<file path="config.mk">
export PLATFORM = sky130hd
export DESIGN_NAME = cfg_byte_decoder
export DESIGN_NICKNAME = d
export VERILOG_FILES = /design/src/rtl/cfgdec_pkg.sv /design/src/rtl/cfgdec_parser.sv /design/src/rtl/cfgdec_regslot.sv /design/src/rtl/cfg_byte_decoder.sv
export SDC_FILE = /design/constraint.sdc
export NUM_CORES = 1
export LEC_CHECK = 0
export ABC_AREA = 1
export CAP_MARGIN = 25
export CORE_ASPECT_RATIO = 1.5
export CORE_MARGIN = 2
export CORE_UTILIZATION = 52
export CTS_BUF_LIST = sky130_fd_sc_hd__clkbuf_16
export CTS_CLUSTER_SIZE = 30
export DETAILED_ROUTE_END_ITERATION = 10
export GPL_TIMING_DRIVEN = 0
export HOLD_SLACK_MARGIN = 0.05
export PLACE_DENSITY = 0.81
export RECOVER_POWER = 50
export SYNTH_ARGS = -nofsm -noshare
export SYNTH_HDL_FRONTEND = slang
export SYNTH_HIERARCHICAL = 1
export SYNTH_SLANG_ARGS = --single-unit
</file>
<file path="constraint.sdc">
create_clock -name clk -period 2.4 [get_ports clk]
set_input_delay 0.48 -clock clk [delete_from_list [all_inputs] [get_ports clk]]
set_output_delay 0.48 -clock clk [all_outputs]
set_load 0.005 [all_outputs]
</file>
<file path="src/rtl/cfgdec_pkg.sv">
package cfgdec_pkg;
  localparam int BYTE_W = 8;

  typedef enum logic {
    PH_ADDR = 1'b0,
    PH_DATA = 1'b1
  } phase_t;

  typedef struct packed {
    logic              en;
    logic [BYTE_W-1:0] addr;
    logic [BYTE_W-1:0] data;
  } wr_req_t;
endpackage

</file>
<file path="src/rtl/cfgdec_parser.sv">
module cfgdec_parser
  import cfgdec_pkg::*;
(
  input  logic              clk,
  input  logic              rst,
  input  logic              in_valid,
  input  logic [BYTE_W-1:0] in_byte,
  output wr_req_t           req,
  output logic              bad_addr
);
  localparam int MSB = BYTE_W - 1;

  phase_t            phase_q;
  logic [BYTE_W-1:0] addr_q;

  always_ff @(posedge clk) begin
    if (rst) begin
      phase_q <= PH_ADDR;
      addr_q  <= '0;
    end else if (in_valid) begin
      case (phase_q)
        PH_ADDR: begin
          if (in_byte[MSB]) begin
            addr_q  <= in_byte;
            phase_q <= PH_DATA;
          end
        end
        default: phase_q <= PH_ADDR;
      endcase
    end
  end

  always_comb begin
    req.en   = in_valid && (phase_q == PH_DATA);
    req.addr = addr_q;
    req.data = in_byte;
    bad_addr = in_valid && (phase_q == PH_ADDR) && !in_byte[MSB];
  end
endmodule

</file>
<file path="src/rtl/cfgdec_regslot.sv">
module cfgdec_regslot
  import cfgdec_pkg::*;
#(
  parameter logic [BYTE_W-1:0] ADDR    = 8'h80,
  parameter logic [BYTE_W-1:0] RST_VAL = '0,
  parameter bit                CLR_MSB = 1'b0
) (
  input  logic              clk,
  input  logic              rst,
  input  wr_req_t           req,
  output logic              hit,
  output logic [BYTE_W-1:0] q
);
  logic [BYTE_W-1:0] next_val;

  always_comb begin
    hit      = req.en && (req.addr == ADDR);
    next_val = req.data;
    if (CLR_MSB) next_val[BYTE_W-1] = 1'b0;
  end

  always_ff @(posedge clk) begin
    if (rst)      q <= RST_VAL;
    else if (hit) q <= next_val;
  end
endmodule

</file>
<file path="src/rtl/cfg_byte_decoder.sv">
module cfg_byte_decoder
  import cfgdec_pkg::*;
#(
  parameter int                            THR_N       = 2,
  parameter logic [THR_N-1:0][BYTE_W-1:0]  THR_ADDRS   = {8'h8A, 8'h89},
  parameter logic [BYTE_W-1:0]             THR_RST     = 8'h7F,
  parameter logic [BYTE_W-1:0]             MODE_ADDR   = 8'h88,
  parameter logic [BYTE_W-1:0]             MODE_RST    = 8'h40,
  parameter int                            DIFF56_BIT  = 4,
  parameter int                            DIFF78_BIT  = 3,
  parameter int                            ID_N        = 3,
  parameter logic [ID_N-1:0][BYTE_W-1:0]   ID_ADDRS    = {8'h8F, 8'h8E, 8'h8C},
  parameter logic [BYTE_W-1:0]             STREAM_ADDR = 8'h8D
) (
  input  logic                    clk,
  input  logic                    rst,
  input  logic                    in_valid,
  input  logic [BYTE_W-1:0]       in_byte,
  output logic [THR_N*BYTE_W-1:0] thr_codes,
  output logic [BYTE_W-1:0]       probe_mode,
  output logic                    diff_56,
  output logic                    diff_78,
  output logic [ID_N*BYTE_W-1:0]  dev_ids,
  output logic [BYTE_W-1:0]       stream_byte,
  output logic                    wr_pulse,
  output logic [BYTE_W-1:0]       wr_addr,
  output logic                    err_pulse
);
  localparam int SLOTS    = THR_N + ID_N + 2;
  localparam int MODE_IX  = THR_N + ID_N;
  localparam int STRM_IX  = THR_N + ID_N + 1;

  wr_req_t          req;
  logic             bad_addr;
  logic [SLOTS-1:0] hits;

  cfgdec_parser u_parser (
    .clk      (clk),
    .rst      (rst),
    .in_valid (in_valid),
    .in_byte  (in_byte),
    .req      (req),
    .bad_addr (bad_addr)
  );

  for (genvar g = 0; g < THR_N; g++) begin : g_thr
    cfgdec_regslot #(.ADDR(THR_ADDRS[g]), .RST_VAL(THR_RST), .CLR_MSB(1'b0)) u_slot (
      .clk (clk),
      .rst (rst),
      .req (req),
      .hit (hits[g]),
      .q   (thr_codes[g*BYTE_W +: BYTE_W])
    );
  end

  for (genvar g = 0; g < ID_N; g++) begin : g_id
    cfgdec_regslot #(.ADDR(ID_ADDRS[g]), .RST_VAL('0), .CLR_MSB(1'b1)) u_slot (
      .clk (clk),
      .rst (rst),
      .req (req),
      .hit (hits[THR_N+g]),
      .q   (dev_ids[g*BYTE_W +: BYTE_W])
    );
  end

  cfgdec_regslot #(.ADDR(MODE_ADDR), .RST_VAL(MODE_RST), .CLR_MSB(1'b0)) u_mode (
    .clk (clk),
    .rst (rst),
    .req (req),
    .hit (hits[MODE_IX]),
    .q   (probe_mode)
  );

  cfgdec_regslot #(.ADDR(STREAM_ADDR), .RST_VAL('0), .CLR_MSB(1'b0)) u_stream (
    .clk (clk),
    .rst (rst),
    .req (req),
    .hit (hits[STRM_IX]),
    .q   (stream_byte)
  );

  assign diff_56 = probe_mode[DIFF56_BIT];
  assign diff_78 = probe_mode[DIFF78_BIT];

  always_ff @(posedge clk) begin
    if (rst) begin
      wr_pulse  <= 1'b0;
      wr_addr   <= '0;
      err_pulse <= 1'b0;
    end else begin
      wr_pulse  <= |hits;
      err_pulse <= bad_addr;
      if (|hits) wr_addr <= req.addr;
    end
  end
endmodule

</file>
==> flow_summary.yaml, run 1 <==
synthesis:
  synth_top_cell_by_area: "dfxtp_1"
  synthCells: 569
  synth.area.top_cells: "dfxtp_1 (37%), nor2_1 (11%), inv_1 (11%), nand2_1 (10%), nand4_1 (8.4%)"
  synthAdderAreaFrac: 0
  synth_top_family_by_area: "simple AND/OR/NAND/NOR gates"
  synth_flop_cell: "dfxtp_1"
  synthDistinctLibCells: 20
  synth_area_mm2: 0.00388
  synth-edff-count: 0
  synthMuxAreaShare: 0
  yosysMostFrequentCell: "nor2_1"
  synth-xor-area-share: 0
  synth-compound-area-share: 0.00258
  ys_ff_latch: 72
  avgSynthCellArea_um2: 6.81
  yosysWarnings: 6
  netlist.area_leader.share: 0.372
  synthSimpleGateAreaFrac: 0.468
  async_flop_share: 0
  synthTopCellsByCount: "nor2_1 (115), inv_1 (113), nand2_1 (104)"
  synth_fp_nets: 580
  ys_seq_area_frac: 0.372
timing:
  setup_slack_ps: 197
  slew_violations: 0
  max_freq_mhz: 454
  whs_ps: 447
  finalCriticalPeriod_ps: 2200
  max-slew-margin-rel: 0.451
  finalHoldViolations: 0
  tns_ps: 0
  post-route-period-util: 0.918
  setup_viol: 0
  clock_skew_ps: 3.86
  worst_pin_slew_ps: 822
  rsz0062_at_grt: "false"
die:
  dieArea_mm2: 0.00818
  start_util: 0.537
  fp.dieH_um: 110
  rows: 38
  die_w_um: 74.5
  coreArea_mm2: 0.00723
  io_pins: 79
global_routing:
  grt_pass1_vias: 3405
  overflow: 0
  grt_use_total: 0.242
  grt_pass1_wl_um: 14900
  antenna_found_initial: 0
  grt_start_max_net_pins: 18
setup_path:
  endpoint_kind: "flop"
  critical_path_required_ps: 2620
  crit_fanout: 9
  cp-start-kind: "primary input"
  arrival_ps: 2430
  critPathKind: "in2reg"
layout:
  layout-drive-gt1-share: 0.139
  diodes: 0
  layout.nets: 666
  syn_to_final_growth_pct: 28.9
  fin_area_mm2: 0.00500
  final_cell_count_no_fill: 757
place:
  port_buffers: 75
  placed_cells: 744
  dp_hpwl_um: 6580
  placement.cell_area_mm2: 0.00475
  gp_congestion: 0.854
  place_worst_setup_slack_ps: -259
pwr:
  p_leak_uw: 0.00248
  powerDensity_mw_per_mm2: 524
  max-vdd-ir-drop_uv: 515
route:
  routed_wl_um: 9380
  vias: 3777
  drc: 0
  routed_via_density: 4.99
  dr.first_iter.drc_count: 327
  ant_nets: 0
  first_pass_iters: 5
  wire_per_inst_um: 12.4
clock_tree:
  postCtsSetupBuffers: 0
  cts_hold_buf: 0
  ctsResizeCount: 0
  cts_inserted_buffers: 9
  cts-root-buf: "clkbuf_16"
  clk_path_buf_depth: 2
  cts.htree.levels: 3
  path_clk_slew_ps: 50
  cts_tree: "yes"
  clock_latency_ps: 330
  cts.sinks: 72
min_path:
  hold_class: "reg2reg"
run_status:
  status: "completed"
flow_run:
  cap_violations: 0
report_power, final:
group          switching, µW  internal [µW]  total (µW)
sequential              52.9           1210        1260
combinational            172           85.2         257
clock                    435            666        1100
layer usage:
layer  up-vias  global-route usage  share of wire
met5         -                   0              0
met4         0               0.115          0.032
met3        25              0.0495          0.043
met2       118               0.430           0.52
met1      1741               0.268           0.41
li1       1893                   -              -
cell families after synthesis:
logic type	Yosys count
DFF	72
AOI/OAI and AO/OA	2
other	3
and+or+nand+nor	350
buffers and inverters	142
critical path, cell delays in order:
cell and delay [ps]:
clkdlybuf4s50_1 570, nand2_1 120, inv_2 150, nand2_1 110, nor2_4 210, inv_2 70
nor2_4 220, inv_1 100, nand3_1 140, nor2_4 90, nor2_1 100, nor2_1 60
placed cells by master, fill, tap and decap left out:
cell type and n:
nor2_1 115, nor2_2 16, nor2_4 13, clkinv_2 1, buf_4 13, inv_2 12
conb_1 3, nand3_1 27, nand2_2 7, nor3_1 1, dfxtp_1 72, buf_6 1
dlygate4sd3_1 58, inv_1 113, inv_6 1, nor2_8 6, nand3_2 5, nand2_1 104
clkbuf_16 9, inv_4 3, a21oi_1 2, nand3_4 4, clkinv_1 2, nand4_1 52
clkdlybuf4s50_1 17
flip-flops by register name, summed over array words and instances, names as in the netlist:
signal	flops
err_pulse	1
g_id.u_slot/q	21
g_thr.u_slot/q	16
u_mode/q	8
u_parser/addr_q	8
u_parser/phase_q	1
u_stream/q	8
wr_addr	8
wr_pulse	1
layout make-up:
type | instances | area (µm²)
buffer | 14 | 109
clock buffer | 9 | 225
clock inverter | 4 | 16.3
fill | 632 | 2230
inverter | 128 | 493
multi-input combinational | 355 | 1840
sequential | 72 | 1440
tap | 100 | 125
timing repair buffer | 75 | 751
path summary, 6_finish.rpt:
kind / endpoint / slack [ps] / from / cells past startpoint
worst max-delay path: wr_addr[1] / 200 / in_valid / 12
worst min-delay path: g_thr[1].u_slot/q[2] / 450 / g_thr[1].u_slot/q[2] / 2
worst max register to register: wr_addr[1] / 350 / u_parser/addr_q[2] / 9
worst min register to register: g_thr[1].u_slot/q[2] / 450 / g_thr[1].u_slot/q[2] / 2
stage by stage:
step                      utilization  power [µW]
after global routing            0.692        2720
after global placement          0.658        1530
after CTS                       0.691        2640
after detailed placement        0.658        1540
after floorplan                     -        1450
final                           0.692        2620
(Power assumes the default switching activity.)
==> run 2: changes to the inputs <==
GPL_TIMING_DRIVEN = default   (was 0)
==> run 2 against run 1 <==
  * Sequential cell count unchanged
  * Utilization is 0.10 points lower
  * Sequential power about the same
  * Clock power increased by 4%
  * Cell area is 0.15% lower
  * Clock skew shrank 1.1 ps
  * Wire length is 1.3% higher
  * Critical endpoint is now wr_addr[2]
  * Highest routed layer unchanged
==> flow_summary.yaml, run 2 (synthesis gave the netlist of run 1 again) <==
setup_path:
  cp_num_buf_inv: 2
  arrival_ps: 2200
  critPathKind: "reg2reg"
  cp-start-kind: "flop"
  rr_worst_depth: 9
  crit_fanout: 15
  crit_path_top_delay_cell: "dfxtp_1"
  cp_common_cell: "nand2_1"
  endpoint_kind: "flop"
  crit_family: "simple AND/OR/NAND/NOR gates"
  worstPathCellList: "nor2_4 -> nand3_4 -> inv_2 -> inv_1 -> nand2_1 -> nor2_2 -> nand3_1 -> nand2_1 -> nor2_1"
  slowest_delay_ps: 820
  path_depth: 9
  critical_path_required_ps: 2630
clock_tree:
  cts-root-buf: "clkbuf_16"
  postCtsSetupBuffers: 0
  clk_path_buf_depth: 2
  path_clk_slew_ps: 50
  cts_inserted_buffers: 9
  ctsResizeCount: 0
  cts.sinks: 72
  cts_hold_buf: 0
  cts_tree: "yes"
  cts.htree.levels: 3
  clock_latency_ps: 330
timing:
  tns_ps: 0
  max-slew-margin-rel: 0.482
  slew_violations: 0
  max_freq_mhz: 507
  whs_ps: 452
  post-route-period-util: 0.822
  setup_viol: 0
  finalHoldViolations: 0
  finalCriticalPeriod_ps: 1970
  worst_pin_slew_ps: 775
  clock_skew_ps: 2.76
  rsz0062_at_grt: "false"
layout:
  layout-drive-gt1-share: 0.138
  largest_registers: "g_id.u_slot/q: 21 flops, g_thr.u_slot/q: 16 flops"
  final_cell_count_no_fill: 760
  largest-register: "g_id.u_slot/q"
  final-seq-area_mm2: 0.00144
  final_cell_mix: "nor2_1 (115), inv_1 (114), nand2_1 (104)"
  layout.nets: 666
  largest_reg_flops: 21
  syn_to_final_growth_pct: 28.8
  multi_input_area_mm2: 0.00182
  final_common_cell: "nor2_1"
  fillers: 648
  final_util: 0.691
  diodes: 0
die:
  die_w_um: 74.5
  rows: 38
  fp.dieH_um: 110
  io_pins: 79
  dieArea_mm2: 0.00818
  start_util: 0.537
  coreArea_mm2: 0.00723
pwr:
  max-vdd-ir-drop_uv: 520
  p_sw_frac: 0.259
  switchingPower_uw: 689
  clock_power_share: 0.431
  powerDensity_mw_per_mm2: 532
  p_leak_uw: 0.00249
  power_uw: 2650
  p_seq_frac: 0.473
  p_comb_frac: 0.096
  intPower_uw: 1970
route:
  routed_via_density: 4.96
  first_pass_iters: 5
  wire_per_inst_um: 12.5
  routed_wl_um: 9500
  drc: 0
  ant_nets: 0
  dr.first_iter.drc_count: 251
  vias: 3769
flow_run:
  cap_violations: 0
place:
  port_buffers: 75
  gp_congestion: 0.889
  dp_hpwl_um: 6900
  placed_cells: 744
global_routing:
  grt_pass1_wl_um: 15500
  overflow: 0
  grt_use_total: 0.248
  grt_start_max_net_pins: 17
  antenna_found_initial: 0
  grt_pass1_vias: 3452
min_path:
  hold_class: "reg2reg"
  hold_path_depth: 2
run_status:
  status: "completed"
[run 2: worst paths after layout]
path                   startpoint              endpoint  slack (ps)
max            u_parser/addr_q[4]            wr_addr[2]         430
min          g_thr[1].u_slot/q[5]  g_thr[1].u_slot/q[5]         450
max reg2reg    u_parser/addr_q[4]            wr_addr[2]         430
min reg2reg  g_thr[1].u_slot/q[5]  g_thr[1].u_slot/q[5]         450
[run 2: routing by layer]
metal / share of wire / vias to the layer above / track usage
met5: 0 / - / 0
met4: 0.031 / 0 / 0.114
met3: 0.067 / 26 / 0.0614
met2: 0.51 / 130 / 0.432
met1: 0.39 / 1711 / 0.280
li1: - / 1902 / -
[run 2: power by group through the flow]
stage	Sequential [µW]	Combinational, µW	Clock [µW]
6_report	1260	255	1140
2_1_floorplan	1270	186	0
3_5_place_dp	1280	253	0
3_3_place_gp	1280	242	0
4_1_cts	1260	254	1170
5_1_grt	1260	284	1210
[run 2: through the flow]
step	worst slack [ps]	instance area, µm²
2_1_floorplan	626	3880
6_report	428	4990
4_1_cts	440	5000
5_1_grt	232	4990
3_3_place_gp	211	4750
3_5_place_dp	136	4750
[run 2: worst register-to-register path, cell delays in order (launching register included)]
cell	delay, ps
dfxtp_1	820
nor2_4	160
nand3_4	180
inv_2	40
inv_1	70
nand2_1	70
nor2_2	280
nand3_1	130
nand2_1	80
nor2_1	40
[run 2: cell type report]
cell class	instances	area share
Tap cell	100	0.0251
Clock inverter	7	0.00602
Clock buffer	9	0.0451
Multi-Input combinational cell	355	0.365
Inverter	128	0.0987
Sequential cell	72	0.289
Timing Repair Buffer	89	0.171
